File: config.mk
export PLATFORM = sky130hd
export DESIGN_NAME = frac_baud_gen
export DESIGN_NICKNAME = d
export VERILOG_FILES = /design/src/rtl/fbg_pkg.sv /design/src/rtl/fbg_period_calc.sv /design/src/rtl/fbg_half_timer.sv /design/src/rtl/fbg_bit_seq.sv /design/src/rtl/frac_baud_gen.sv
export SDC_FILE = /design/constraint.sdc
export NUM_CORES = 1
export LEC_CHECK = 0
export ABC_AREA = 1
export BUFFER_PORTS_ARGS = -buffer_cell sky130_fd_sc_hd__buf_2
export CAP_MARGIN = 10
export CELL_PAD_IN_SITES_DETAIL_PLACEMENT = 0
export CELL_PAD_IN_SITES_GLOBAL_PLACEMENT = 1
export CORE_MARGIN = 10
export CORE_UTILIZATION = 40
export DETAILED_ROUTE_END_ITERATION = 8
export MAX_ROUTING_LAYER = met4
export PLACE_DENSITY = 0.87
export SYNTH_ARGS = -nofsm -noshare
export SYNTH_HDL_FRONTEND = slang
export SYNTH_SLANG_ARGS = --single-unit
export TNS_END_PERCENT = 100
File: constraint.sdc
create_clock -name clk -period 3.8 [get_ports clk]
set_input_delay 0.19 -clock clk [delete_from_list [all_inputs] [get_ports clk]]
set_output_delay 0.19 -clock clk [all_outputs]
set_load 0.01 [all_outputs]
File: src/rtl/fbg_pkg.sv
package fbg_pkg;
  localparam int MIN_DIV = 3;
  typedef enum logic {PH_FIRST = 1'b0, PH_SECOND = 1'b1} fbg_phase_e;
endpackage

File: src/rtl/fbg_period_calc.sv
module fbg_period_calc #(
  parameter int DIV_W = 16
) (
  input  logic [DIV_W/2-1:0] div_lo,
  input  logic [DIV_W/2-1:0] div_hi,
  input  logic               mod_bit,
  output logic [DIV_W-1:0]   half1,
  output logic [DIV_W-1:0]   half2
);
  logic [DIV_W-1:0] d_raw;
  logic [DIV_W-1:0] d_eff;

  always_comb begin
    d_raw = {div_hi, div_lo};
    // small divisors are clamped so both halves last at least one clock
    d_eff = (d_raw < DIV_W'(fbg_pkg::MIN_DIV)) ? DIV_W'(fbg_pkg::MIN_DIV) : d_raw;
    half1 = d_eff >> 1;
    // odd leftover and the modulation stretch both go to the second half
    half2 = d_eff - half1 + DIV_W'(mod_bit);
  end
endmodule

File: src/rtl/fbg_half_timer.sv
module fbg_half_timer #(
  parameter int CNT_W = 16
) (
  input  logic             clk,
  input  logic             rst,
  input  logic             load,
  input  logic [CNT_W-1:0] half1,
  input  logic [CNT_W-1:0] half2,
  output logic             bit_expire,
  output logic             half_tick,
  output logic             bit_end
);
  import fbg_pkg::*;

  logic             active;
  fbg_phase_e       phase;
  logic [CNT_W-1:0] cnt;
  logic [CNT_W-1:0] half2_q;
  logic             at_one;

  assign at_one     = (cnt == CNT_W'(1));
  assign bit_expire = active && (phase == PH_SECOND) && at_one;

  always_ff @(posedge clk) begin
    if (rst) begin
      active    <= 1'b0;
      phase     <= PH_FIRST;
      cnt       <= '0;
      half2_q   <= '0;
      half_tick <= 1'b0;
      bit_end   <= 1'b0;
    end else begin
      half_tick <= active && (phase == PH_FIRST) && at_one;
      bit_end   <= bit_expire;
      if (load) begin
        active  <= 1'b1;
        phase   <= PH_FIRST;
        cnt     <= half1;
        half2_q <= half2;
      end else if (active) begin
        if (at_one) begin
          if (phase == PH_FIRST) begin
            phase <= PH_SECOND;
            cnt   <= half2_q;
          end else begin
            active <= 1'b0;
          end
        end else begin
          cnt <= cnt - CNT_W'(1);
        end
      end
    end
  end

  // a running half-period never holds a zero count
  a_r2_cnt_live: assert property (@(posedge clk) disable iff (rst)
    active |-> (cnt != '0));
  // mid-bit and end-of-bit strobes are exclusive
  a_r10_no_coincide: assert property (@(posedge clk) disable iff (rst)
    $onehot0({half_tick, bit_end}));
  // a bit is at least three clocks, so end strobes never come back to back
  a_r3_end_spacing: assert property (@(posedge clk) disable iff (rst)
    bit_end |=> !bit_end);
endmodule

File: src/rtl/fbg_bit_seq.sv
module fbg_bit_seq #(
  parameter int MOD_W   = 8,
  parameter int MAX_LEN = 16,
  parameter int IDX_W   = $clog2(MAX_LEN),
  parameter int LEN_W   = $clog2(MAX_LEN + 1)
) (
  input  logic             clk,
  input  logic             rst,
  input  logic             char_start,
  input  logic             bit_expire,
  input  logic [LEN_W-1:0] char_len,
  input  logic [MOD_W-1:0] mod_pat,
  output logic             load,
  output logic             mod_bit,
  output logic [IDX_W-1:0] bit_idx,
  output logic             char_done
);
  localparam int MIX_W = $clog2(MOD_W);

  logic [LEN_W-1:0] len_q;
  logic [LEN_W-1:0] len_clamped;
  logic [IDX_W-1:0] next_idx;
  logic             is_last;

  always_comb begin
    // clamp the requested length into 1..MAX_LEN
    if (char_len == '0)
      len_clamped = LEN_W'(1);
    else if (char_len > LEN_W'(MAX_LEN))
      len_clamped = LEN_W'(MAX_LEN);
    else
      len_clamped = char_len;
  end

  assign is_last  = ({1'b0, bit_idx} == (len_q - LEN_W'(1)));
  assign load     = char_start || (bit_expire && !is_last);
  assign next_idx = char_start ? '0 : bit_idx + IDX_W'(1);
  // the modulation index wraps every MOD_W bits
  assign mod_bit  = mod_pat[next_idx[MIX_W-1:0]];

  always_ff @(posedge clk) begin
    if (rst) begin
      bit_idx   <= '0;
      len_q     <= LEN_W'(1);
      char_done <= 1'b0;
    end else if (char_start) begin
      bit_idx   <= '0;
      len_q     <= len_clamped;
      char_done <= 1'b0;
    end else if (bit_expire) begin
      if (is_last) char_done <= 1'b1;
      else         bit_idx   <= next_idx;
    end
  end

  // the index stays inside the latched character length
  a_r6_idx_in_range: assert property (@(posedge clk) disable iff (rst)
    ({1'b0, bit_idx} < len_q));
  // done holds until a new character is requested
  a_r7_done_holds: assert property (@(posedge clk) disable iff (rst)
    (char_done && !char_start) |=> char_done);
endmodule

File: src/rtl/frac_baud_gen.sv
module frac_baud_gen #(
  parameter int DIV_W   = 16,
  parameter int MOD_W   = 8,
  parameter int MAX_LEN = 16,
  localparam int BYTE_W = DIV_W / 2,
  localparam int IDX_W  = $clog2(MAX_LEN),
  localparam int LEN_W  = $clog2(MAX_LEN + 1)
) (
  input  logic              clk,
  input  logic              rst,
  input  logic [BYTE_W-1:0] div_lo,
  input  logic [BYTE_W-1:0] div_hi,
  input  logic [MOD_W-1:0]  mod_pat,
  input  logic              char_start,
  input  logic [LEN_W-1:0]  char_len,
  output logic              half_tick,
  output logic              bit_end,
  output logic [IDX_W-1:0]  bit_idx,
  output logic              char_done
);
  logic             load;
  logic             mod_bit;
  logic             bit_expire;
  logic [DIV_W-1:0] half1;
  logic [DIV_W-1:0] half2;

  fbg_bit_seq #(.MOD_W(MOD_W), .MAX_LEN(MAX_LEN), .IDX_W(IDX_W), .LEN_W(LEN_W)) u_seq (
    .clk(clk), .rst(rst), .char_start(char_start), .bit_expire(bit_expire),
    .char_len(char_len), .mod_pat(mod_pat), .load(load), .mod_bit(mod_bit),
    .bit_idx(bit_idx), .char_done(char_done)
  );

  fbg_period_calc #(.DIV_W(DIV_W)) u_calc (
    .div_lo(div_lo), .div_hi(div_hi), .mod_bit(mod_bit),
    .half1(half1), .half2(half2)
  );

  fbg_half_timer #(.CNT_W(DIV_W)) u_timer (
    .clk(clk), .rst(rst), .load(load), .half1(half1), .half2(half2),
    .bit_expire(bit_expire), .half_tick(half_tick), .bit_end(bit_end)
  );

  // done only ever rises together with an end-of-bit strobe
  a_r7_done_on_end: assert property (@(posedge clk) disable iff (rst)
    $rose(char_done) |-> bit_end);
  // no strobes while the character is finished
  a_r9_quiet_when_done: assert property (@(posedge clk) disable iff (rst)
    (char_done && $past(char_done) && !$past(char_start)) |-> !half_tick);
endmodule

==> reports/metrics.cfg <==
[grt]
antenna_found_initial=0
grt_pass1_wl_um=16700
overflow=0
track_usage=0.144
grt_pass1_vias=3712
grt_max_degree=45

[cells_and_area]
diodes=0
fillers=1030
seqCellArea_um2=921
drive_gt1_frac=0.104
syn_to_final_growth_pct=9.03
utilization=0.450
final_net_count=717
multi_input_area_um2=2540

[drt]
routed_wl_um=10100
vias=3792
wl_met1_um=4570
via_per_inst=4.86
dr_wl_met3_um=295
wire_per_inst_um=12.9
post-route-drc-count=0
wl_met2_um=5030
drt_pre_antenna_iters=4
antenna_left=0
dr.max_layer_used=met4
drtIter0Drc=193

[timing]
timing_hold_violations_final=0
setup_ws_ps=675
tns_ps=0
fmax_mhz=320
slew_headroom=0.550
finalSetupViolCount=0
fin_crit_ps=3120
slew_violations=0
min_period_over_period=0.822
grt_setup_unrepaired=false
worst_hold_slack_ps=130
worstMarginPinSlew_ps=674
fin_skew_ps=7.81

[critical_path]
worstSetupEndpointType=flip-flop
setup.worst_path.start=u_seq.bit_idx[0]
crit_type=reg -> reg
rr_worst_depth=18
regToRegEndpoint=u_timer.half2_q[14]
critPathLaunchType=flip-flop
reg2reg_from=u_seq.bit_idx[0]
cp_max_fo=6
arrival_ps=3380
regToRegSetupSlack_ps=680
required_ps=4050

[yosys]
netlist_instances=628
avgSynthCellArea_um2=6.14
ys_ff_latch=46
synth_top_cell_area_share=0.239
synth_common_cells=nand2_1, nor2_1, inv_1
ys_types=32
synthArstFlopShare=0
yosysMostFrequentCell=nand2_1
ys_seq_area_frac=0.239
synth_top_cells_by_area=dfxtp_1, nand2_1, ha_1
synth_edf_count=0
syn_nets=695
synth_top_cell_by_area=dfxtp_1
synth.cell_area_um2=3850
synth_ff_type=dfxtp_1
yosysWarningCount=0

[placed_design]
dp_hpwl_um=8240
place_congestion=0.889
dp_slack_ps=680
port_buffers=38

[cts]
clockRootBuffer=clkbuf_8
cts_buffer_depth=2
postCtsResizedCells=0
cts_tree=done
cts_hold_buf=0
cts_buffers=5
clk_pin_slew_worst_paths_ps=100
cts_setup_buffers=0
htreeDepth=2
insertion_delay_ps=310
clock-sinks=46

[floorplanning]
core-area_um2=9330
die_x_um=118
die_y_um=118
die_area_um2=14000
num_io_pins=39
initial_core_util=0.413
rows=35

[power_and_ir_drop]
leakagePower_nw=2.18
ir_drop_v=0.000165
power_density_nw_per_um2=329
power_mw=1.38

[hold_path]
hold-path-endpoint=u_seq.len_q[1]
worstHoldStart=char_len[1]
hold_class=in -> reg
holdPathStages=3

[run_status]
outcome=finished clean

[run]
drv_cap=0

-- metal layers --
metal | track usage | vias to the layer above
met5 | - | -
met3 | 0.0167 | 10
met1 | 0.162 | 1679
met2 | 0.256 | 65
met4 | 0.0510 | 0
li1 | - | 2038
-- worst max path at each step --
| stage | slack, ps | to | cells past startpoint |
|---|---|---|---|
| global placement | 830 | u_timer.half2_q[14] | 16 |
| CTS | 660 | u_timer.half2_q[14] | 17 |
| floorplan | 1050 | u_timer.half2_q[14] | 15 |
| global route | 300 | u_timer.half2_q[14] | 18 |
| finish | 680 | u_timer.half2_q[14] | 18 |
| detailed placement | 680 | u_timer.half2_q[14] | 17 |
-- area by class of cell --
type / instances / area share
Multi-Input combinational cell: 486 / 0.605
Clock buffer: 5 / 0.0164
Clock inverter: 3 / 0.0104
Inverter: 73 / 0.0652
Timing Repair Buffer: 38 / 0.0453
Tap cell: 129 / 0.0384
Sequential cell: 46 / 0.219
-- placed cells by master (no fill, tap or decap), types with 5 or more instances in the layout --
cell,Yosys,layout
inv_1,68,68
a21oi_1,38,38
o21ai_1,15,15
o21ai_0,25,25
a21o_1,5,5
dfxtp_1,46,46
nor2_1,107,107
ha_1,34,34
nand2_1,162,162
clkbuf_8,0,5
nand3_1,45,45
nor2_2,5,5
xor2_1,9,9
nand4_1,7,7
buf_2,3,38
xnor2_1,7,7
inv_2,5,5
-- kinds of logic (layout without fill, tap and decap cells) --
group | Yosys count | count (layout) | synth area share
fa+ha+maj | 35 | 35 | 0.116
xor+xnor | 16 | 16 | 0.0364
simple gates | 347 | 347 | 0.387
buf+inv | 96 | 119 | 0.101
compound gates | 88 | 88 | 0.121
flops | 46 | 46 | 0.239
-- state kept, by name, indices dropped and copies added (netlist names) --
name / count
u_seq.bit_idx: 4
u_seq.char_done: 1
u_seq.len_q: 5
u_timer.active: 1
u_timer.bit_end: 1
u_timer.cnt: 16
u_timer.half2_q: 16
u_timer.half_tick: 1
u_timer.phase: 1
-- through the flow --
| stage | instances | instance area (um^2) |
|---|---|---|
| floorplan | 628 | 3850 |
| global placement | 772 | 4090 |
| detailed placement | 772 | 4090 |
| CTS | 780 | 4200 |
| global route | 780 | 4200 |
| finish | 780 | 4200 |
-- power breakdown --
group          switching, mW  internal, mW
clock network          0.183         0.197
registers             0.0258         0.518
logic                  0.288         0.168
total                  0.497         0.884
-- worst max-delay path, cell delays in order (launching register included) --
cell and delay (ps):
dfxtp_1 360, nor2_1 260, inv_1 130, nor2_1 110, nor2_1 50, o21ai_0 70
o21ai_0 90, o21ai_0 370, xnor2_1 130, ha_1 260, fa_1 430, nand3_1 110
nand2_1 100, a21oi_1 200, nand3b_1 150, nand3_1 70, nand2_1 60, nor2_1 40
nor2_1 70
No activity file was read; power rests on OpenSTA's default activity.
